## src/rtl/lvlgpio_pkg.sv

```systemverilog
package lvlgpio_pkg;

    localparam int WORD_W = 32;

    typedef logic [WORD_W-1:0] word_t;

    typedef enum logic {
        WIN_GPIO = 1'b0,
        WIN_IRQ  = 1'b1
    } win_e;

    // word index (byte offset >> 2) inside each window
    localparam logic [1:0] IDX_DIR  = 2'd0;
    localparam logic [1:0] IDX_DATA = 2'd1;
    localparam logic [1:0] IDX_POL  = 2'd2;
    localparam logic [1:0] IDX_STAT = 2'd3;
    localparam logic [1:0] IDX_PEND = 2'd0;
    localparam logic [1:0] IDX_MASK = 2'd2;

endpackage

```

## src/rtl/lvlgpio_sync.sv

```systemverilog
module lvlgpio_sync #(
    parameter int WIDTH  = 32,
    parameter int STAGES = 2
) (
    input  logic             clk,
    input  logic             rst_n,
    input  logic [WIDTH-1:0] async_in,
    output logic [WIDTH-1:0] sync_out
);

    logic [STAGES-1:0][WIDTH-1:0] chain_d, chain_q;

    always_comb begin
        chain_d[0] = async_in;
        for (int s = 1; s < STAGES; s++) begin
            chain_d[s] = chain_q[s-1];
        end
    end

    always_ff @(posedge clk or negedge rst_n) begin
        if (!rst_n) begin
            chain_q <= '0;
        end else begin
            chain_q <= chain_d;
        end
    end

    assign sync_out = chain_q[STAGES-1];

endmodule

```

## src/rtl/lvlgpio_cfg.sv

```systemverilog
module lvlgpio_cfg #(
    parameter int LINES = 32
) (
    input  logic             clk,
    input  logic             rst_n,
    input  logic             wr_dir,
    input  logic             wr_dout,
    input  logic             wr_pol,
    input  logic [LINES-1:0] wdata,
    output logic [LINES-1:0] dir,
    output logic [LINES-1:0] dout,
    output logic [LINES-1:0] pol
);

    typedef struct packed {
        logic [LINES-1:0] dir;
        logic [LINES-1:0] dout;
        logic [LINES-1:0] pol;
    } cfg_t;

    cfg_t cfg_d, cfg_q;

    always_comb begin
        cfg_d = cfg_q;
        if (wr_dir)  cfg_d.dir  = wdata;
        if (wr_dout) cfg_d.dout = wdata;
        if (wr_pol)  cfg_d.pol  = wdata;
    end

    always_ff @(posedge clk or negedge rst_n) begin
        if (!rst_n) begin
            cfg_q.dir  <= '0;
            cfg_q.dout <= '0;
            cfg_q.pol  <= '1;
        end else begin
            cfg_q <= cfg_d;
        end
    end

    assign dir  = cfg_q.dir;
    assign dout = cfg_q.dout;
    assign pol  = cfg_q.pol;

    // the direction only moves when it is written
    assert_dir_hold_R2: assert property (@(posedge clk) disable iff (!rst_n)
        !wr_dir |=> $stable(dir));

endmodule

```

## src/rtl/lvlgpio_irq.sv

```systemverilog
module lvlgpio_irq #(
    parameter int LINES = 32
) (
    input  logic             clk,
    input  logic             rst_n,
    input  logic [LINES-1:0] lvl_in,
    input  logic [LINES-1:0] pol,
    input  logic             wr_stat,
    input  logic             wr_mask,
    input  logic [LINES-1:0] wdata,
    output logic [LINES-1:0] status,
    output logic [LINES-1:0] mask,
    output logic             irq
);

    typedef struct packed {
        logic [LINES-1:0] status;
        logic [LINES-1:0] mask;
    } irq_state_t;

    irq_state_t st_d, st_q;
    logic [LINES-1:0] active;

    always_comb begin
        active = ~(lvl_in ^ pol);
        st_d   = st_q;
        if (wr_stat) begin
            st_d.status = st_q.status & wdata;
        end else begin
            st_d.status = st_q.status | active;
        end
        if (wr_mask) st_d.mask = wdata;
    end

    always_ff @(posedge clk or negedge rst_n) begin
        if (!rst_n) begin
            st_q.status <= '0;
            st_q.mask   <= '1;
        end else begin
            st_q <= st_d;
        end
    end

    assign status = st_q.status;
    assign mask   = st_q.mask;
    assign irq    = |(st_q.status & ~st_q.mask);

    // after a status write, every bit written as 0 is clear
    assert_clear_zero_R5: assert property (@(posedge clk) disable iff (!rst_n)
        wr_stat |=> ((status & ~$past(wdata)) == '0));

    // without a status write, no bit ever falls
    assert_sticky_R7: assert property (@(posedge clk) disable iff (!rst_n)
        !wr_stat |=> ((status & $past(status)) == $past(status)));

    // a bit only sets if its line was active in the previous cycle
    assert_set_needs_level_R4: assert property (@(posedge clk) disable iff (!rst_n)
        1'b1 |=> ((status & ~$past(status) & ~$past(active)) == '0));

endmodule

```

## src/rtl/lvlgpio_top.sv

```systemverilog
module lvlgpio_top #(
    parameter int NUM_LINES   = 32,
    parameter int SYNC_STAGES = 2
) (
    input  logic                 clk,
    input  logic                 rst_n,
    input  logic                 reg_en,
    input  logic                 reg_we,
    input  logic                 reg_win,
    input  logic [3:0]           reg_addr,
    input  logic [31:0]          reg_wdata,
    output logic [31:0]          reg_rdata,
    input  logic [NUM_LINES-1:0] pin_in,
    output logic [NUM_LINES-1:0] pin_oe,
    output logic [NUM_LINES-1:0] pin_out,
    output logic                 irq_out
);
    import lvlgpio_pkg::*;

    logic [NUM_LINES-1:0] pin_sync, dir, dout, pol, status, mask, wline;
    logic       aligned, wr_any, gpio_sel, irq_sel;
    logic [1:0] idx;
    logic       wr_dir, wr_dout, wr_pol, wr_stat, wr_mask;
    word_t      rd_word;

    assign aligned  = (reg_addr[1:0] == 2'b00);
    assign idx      = reg_addr[3:2];
    assign gpio_sel = aligned && (win_e'(reg_win) == WIN_GPIO);
    assign irq_sel  = aligned && (win_e'(reg_win) == WIN_IRQ);
    assign wr_any   = reg_en && reg_we;
    assign wr_dir   = wr_any && gpio_sel && (idx == IDX_DIR);
    assign wr_dout  = wr_any && gpio_sel && (idx == IDX_DATA);
    assign wr_pol   = wr_any && gpio_sel && (idx == IDX_POL);
    assign wr_stat  = wr_any && gpio_sel && (idx == IDX_STAT);
    assign wr_mask  = wr_any && irq_sel  && (idx == IDX_MASK);
    assign wline    = reg_wdata[NUM_LINES-1:0];

    lvlgpio_sync #(.WIDTH(NUM_LINES), .STAGES(SYNC_STAGES)) sync_i (
        .clk(clk), .rst_n(rst_n), .async_in(pin_in), .sync_out(pin_sync));

    lvlgpio_cfg #(.LINES(NUM_LINES)) cfg_i (
        .clk(clk), .rst_n(rst_n), .wr_dir(wr_dir), .wr_dout(wr_dout),
        .wr_pol(wr_pol), .wdata(wline), .dir(dir), .dout(dout), .pol(pol));

    lvlgpio_irq #(.LINES(NUM_LINES)) irq_i (
        .clk(clk), .rst_n(rst_n), .lvl_in(pin_sync), .pol(pol),
        .wr_stat(wr_stat), .wr_mask(wr_mask), .wdata(wline),
        .status(status), .mask(mask), .irq(irq_out));

    always_comb begin
        rd_word = '0;
        if (gpio_sel) begin
            case (idx)
                IDX_DIR:  rd_word[NUM_LINES-1:0] = dir;
                IDX_DATA: rd_word[NUM_LINES-1:0] = (dir & dout) | (~dir & pin_sync);
                IDX_POL:  rd_word[NUM_LINES-1:0] = pol;
                default:  rd_word[NUM_LINES-1:0] = status;
            endcase
        end else if (irq_sel) begin
            if (idx == IDX_PEND)      rd_word[NUM_LINES-1:0] = status;
            else if (idx == IDX_MASK) rd_word[NUM_LINES-1:0] = mask;
        end
    end

    assign reg_rdata = rd_word;
    assign pin_oe    = dir;
    assign pin_out   = dout;

    // with every line masked the request stays low
    assert_all_masked_quiet_R9: assert property (@(posedge clk) disable iff (!rst_n)
        (mask == '1) |-> !irq_out);

    // the output value only moves when the data register is written
    assert_dout_hold_R2: assert property (@(posedge clk) disable iff (!rst_n)
        !wr_dout |=> $stable(pin_out));

endmodule

```

## config.mk

```make
export PLATFORM = sky130hd
export DESIGN_NAME = lvlgpio_top
export DESIGN_NICKNAME = d
export VERILOG_FILES = /design/src/rtl/lvlgpio_pkg.sv /design/src/rtl/lvlgpio_sync.sv /design/src/rtl/lvlgpio_cfg.sv /design/src/rtl/lvlgpio_irq.sv /design/src/rtl/lvlgpio_top.sv
export SDC_FILE = /design/constraint.sdc
export NUM_CORES = 1
export LEC_CHECK = 0
export ABC_AREA = 1
export BUFFER_PORTS_ARGS = -buffer_cell sky130_fd_sc_hd__buf_2
export CAP_MARGIN = 25
export CORE_MARGIN = 3
export CORE_UTILIZATION = 45
export CTS_CLUSTER_DIAMETER = 100
export CTS_CLUSTER_SIZE = 25
export DETAILED_ROUTE_END_ITERATION = 16
export GPL_TIMING_DRIVEN = 0
export PLACE_DENSITY = 0.74
export RECOVER_POWER = 100
export SLEW_MARGIN = 30
export SYNTH_ARGS = -nofsm -noshare
export SYNTH_HDL_FRONTEND = slang
export SYNTH_SLANG_ARGS = --single-unit
```

## constraint.sdc

```tcl
create_clock -name clk -period 2.99 [get_ports clk]
set_input_delay 0.299 -clock clk [delete_from_list [all_inputs] [get_ports clk]]
set_output_delay 0.299 -clock clk [all_outputs]
set_load 0.02 [all_outputs]
```

==> results.yml <==
yosys:
  synth_cell_types: 21
  synth-async-reset-ratio_pct: 100
  ys_seq_area_share_pct: 56.0
  synth-edff-count: 0
  synth_ff_type: "dfrtp_1"
  synth_simple_gate_area_share_pct: 19.6
  post_synth_mux_area_share_pct: 0
  yosysWarnings: 0
  syn-num-nets: 1297
  synth_top_family_by_area: "simple AND/OR/NAND/NOR gates"
  yosysTopAreaCell: "dfrtp_1"
  synthXorXnorAreaFrac_pct: 0
  synth_top_area_share_pct: 39.4
  synth.area.top_cells: "dfrtp_1 39%, dfstp_2 17%, nand2_1 14%"
  synth-adder-area-share_pct: 0
  synth-seq-cells: 224
  synth_compound_area_share_pct: 16.8
  syn_area_sq_mm: 0.0102
  syn_avg_cell_area_sq_um: 8.29
  syn_inst: 1224
final_layout:
  drive_gt1_share_pct: 13.5
  fin_nets: 1513
  synthToLayoutAreaGrowth_pct: 17.0
  fillerInstances: 2134
  fin_cells: 1726
  final_area_sq_mm: 0.0119
  antenna_cells: 0
timing:
  setup_violations: 0
  slew_headroom_pct: -35.4
  rsz0062_at_grt: "false"
  final_hold_viol_count: 0
  max_freq_ghz: 0.440
  tightest_slew_ns: 2.03
  holdWs_ns: 0.109
  finalCriticalPeriod_ns: 2.27
  fin_worst_skew_ns: 0.0175
  period_share_pct: 75.9
  drv_slew: 75
  setup_ws_ns: 0.720
floorplan:
  fp.coreArea_sq_mm: 0.0220
  num_rows: 54
  start_util_pct: 46.1
  die_area_sq_mm: 0.0244
  die_y_microns: 156
  ios: 170
  die_x_microns: 156
cts:
  cts_setup_buffers: 0
  cts_tree: "done"
  cts.repair.resized: 0
  clock-root-buffer: "clkbuf_16"
  htree_levels: 1
  insertion_delay_ns: 0.48
  hold_buffers: 33
  clockBufferDepth: 3
  clk_pin_slew_worst_paths_ns: 0.09
  cts-buffers-inserted: 12
  cts_sinks: 224
hold_path:
  hp-class: "input pin to flop"
power_and_ir_drop:
  p_comb_share_pct: 15.9
  power_mw: 6.41
  switchingPower_mw: 1.87
  pwr-share-seq_pct: 56.3
  leakagePower_nw: 5.76
  switching_share_pct: 29.1
  powerDensity_mw_per_mm2: 540
  clkPwrFrac_pct: 27.9
  peakVddDrop_v: 0.000297
  p_int_mw: 4.55
placement:
  portBuffers: 167
  place_ws_ns: 0.848
  dp_cells: 1673
  gp_congestion: 0.852
  dp_hpwl_mm: 19.9
  placed_area_sq_mm: 0.0114
drt:
  wire_per_inst_microns: 17.2
  viasPerCell: 5.29
  dr.pass1.iters: 6
  drtIter0Drc: 773
  wirelength_mm: 29.7
  drtAntennaViolNets: 0
  vias: 9126
  drc: 0
run:
  maxCapViolCount: 1
outcome:
  status: "finished with violations"
  violations: "capacitance limit, slew limit"
grt:
  overflow: 0
  grt_pass1_wl_mm: 46.7
  grt_pass1_vias: 8679
  grt_max_degree: 84
  antenna_found_initial: 0
  grt_usage_pct: 24.1
critical_path:
  crit_required_ns: 2.69
  cp-start-kind: "input pin"
  critPathArrivalTime_ns: 1.97
  crit_type: "input pin to output port"
  crit_fanout: 10
  endpoint_kind: "output port"
-- flip-flops by register name, indices dropped and copies added, names as in the netlist --
signal,count
cfg_i.dir,32
cfg_i.dout,32
cfg_i.pol,32
irq_i.mask,32
irq_i.status,32
sync_i.chain_d,32
sync_i.sync_out,32
-- per-stage QoR --
step           util (%)  setup TNS, ns
2_1_floorplan         -              0
3_3_place_gp       51.5        -399.23
5_1_grt            53.9              0
3_5_place_dp       51.8              0
6_report           53.9              0
4_1_cts            54.9              0
-- metal layers --
layer / global-route usage (%) / up-vias / routed length, microns / part of all wire [%]
li1: - / 4377 / - / -
met1: 33.0 / 4318 / 12300 / 41
met4: 6.34 / 0 / 591 / 2.0
met2: 39.6 / 385 / 14200 / 48
met5: 0 / - / 0 / 0
met3: 4.77 / 46 / 2670 / 9.0
-- cells by family after synthesis --
logic type	Yosys count
buffers and inverters	186
AOI/OAI and AO/OA	334
and+or+nand+nor	480
DFF	224
-- synthesized netlist by cell type (6+ instances only) --
master and instances:
a21oi_1 64, buf_2 37, buf_4 6, clkbuf_1 13, dfrtp_1 160, dfstp_2 64
inv_1 128, nand2_1 383, nand3_1 53, nor2_1 12, o21ai_0 109, o21ai_1 132
o22ai_1 29, or2_2 21
-- placed cells by master, fill, tap and decap left out --
cell,n
a21oi_1,64
buf_16,2
buf_2,83
buf_4,6
clkbuf_1,140
clkbuf_16,13
clkbuf_2,1
clkinv_2,1
dfrtp_1,160
dfstp_1,1
dfstp_2,63
dlygate4sd3_1,33
inv_1,128
inv_2,1
nand2_1,389
nand2_2,1
nand3_1,53
nor2_1,13
nor2_4,2
nor3_2,1
o21ai_0,217
o21ai_1,24
o22ai_1,29
or2_2,21
-- worst paths after layout --
check	startpoint	cells after the start	end	slack (ns)
min in group asynchronous	rst_n	2	cfg_i.dir[2]$_DFFE_PN0P_	0.92
hold / removal	reg_wdata[26]	3	irq_i.mask[26]$_DFFE_PN1P_	0.11
setup reg to reg	cfg_i.pol[7]$_DFFE_PN1P_	4	irq_i.status[7]$_DFF_PN0_	2.00
max in group asynchronous	rst_n	3	cfg_i.pol[8]$_DFFE_PN1P_	0.84
setup / recovery	reg_addr[1]	6	reg_rdata[13]	0.72
hold reg to reg	sync_i.chain_d[53]$_DFF_PN0_	0	sync_i.sync_out[21]$_DFF_PN0_	0.35
-- final cells by class --
cell class                 count  area [sq um]  area share, %
sequential                   224          5690           47.9
multi-input combinational    814          3650           30.7
timing repair buffer         202          1090           9.22
inverter                     130           489           4.12
clock buffer                  20           352           2.96
tap                          280           350           2.95
buffer                        56           255           2.15
-- power groups by stage --
stage	logic (mW)	registers, mW	clock network, mW
floorplan	0.512	3.75	0
global placement	1.02	3.64	0
detailed placement	1.05	3.65	0
CTS	1.09	3.60	1.83
global route	1.14	3.65	1.93
finish	1.02	3.61	1.79
-- critical path, cell delays in order --
cell and delay [ns]:
clkbuf_1 0.09, nor3_2 0.52, clkbuf_1 0.55, nand2_1 0.11
nand2_1 0.13, clkbuf_1 0.25
No activity file was read; power rests on OpenSTA's default activity.
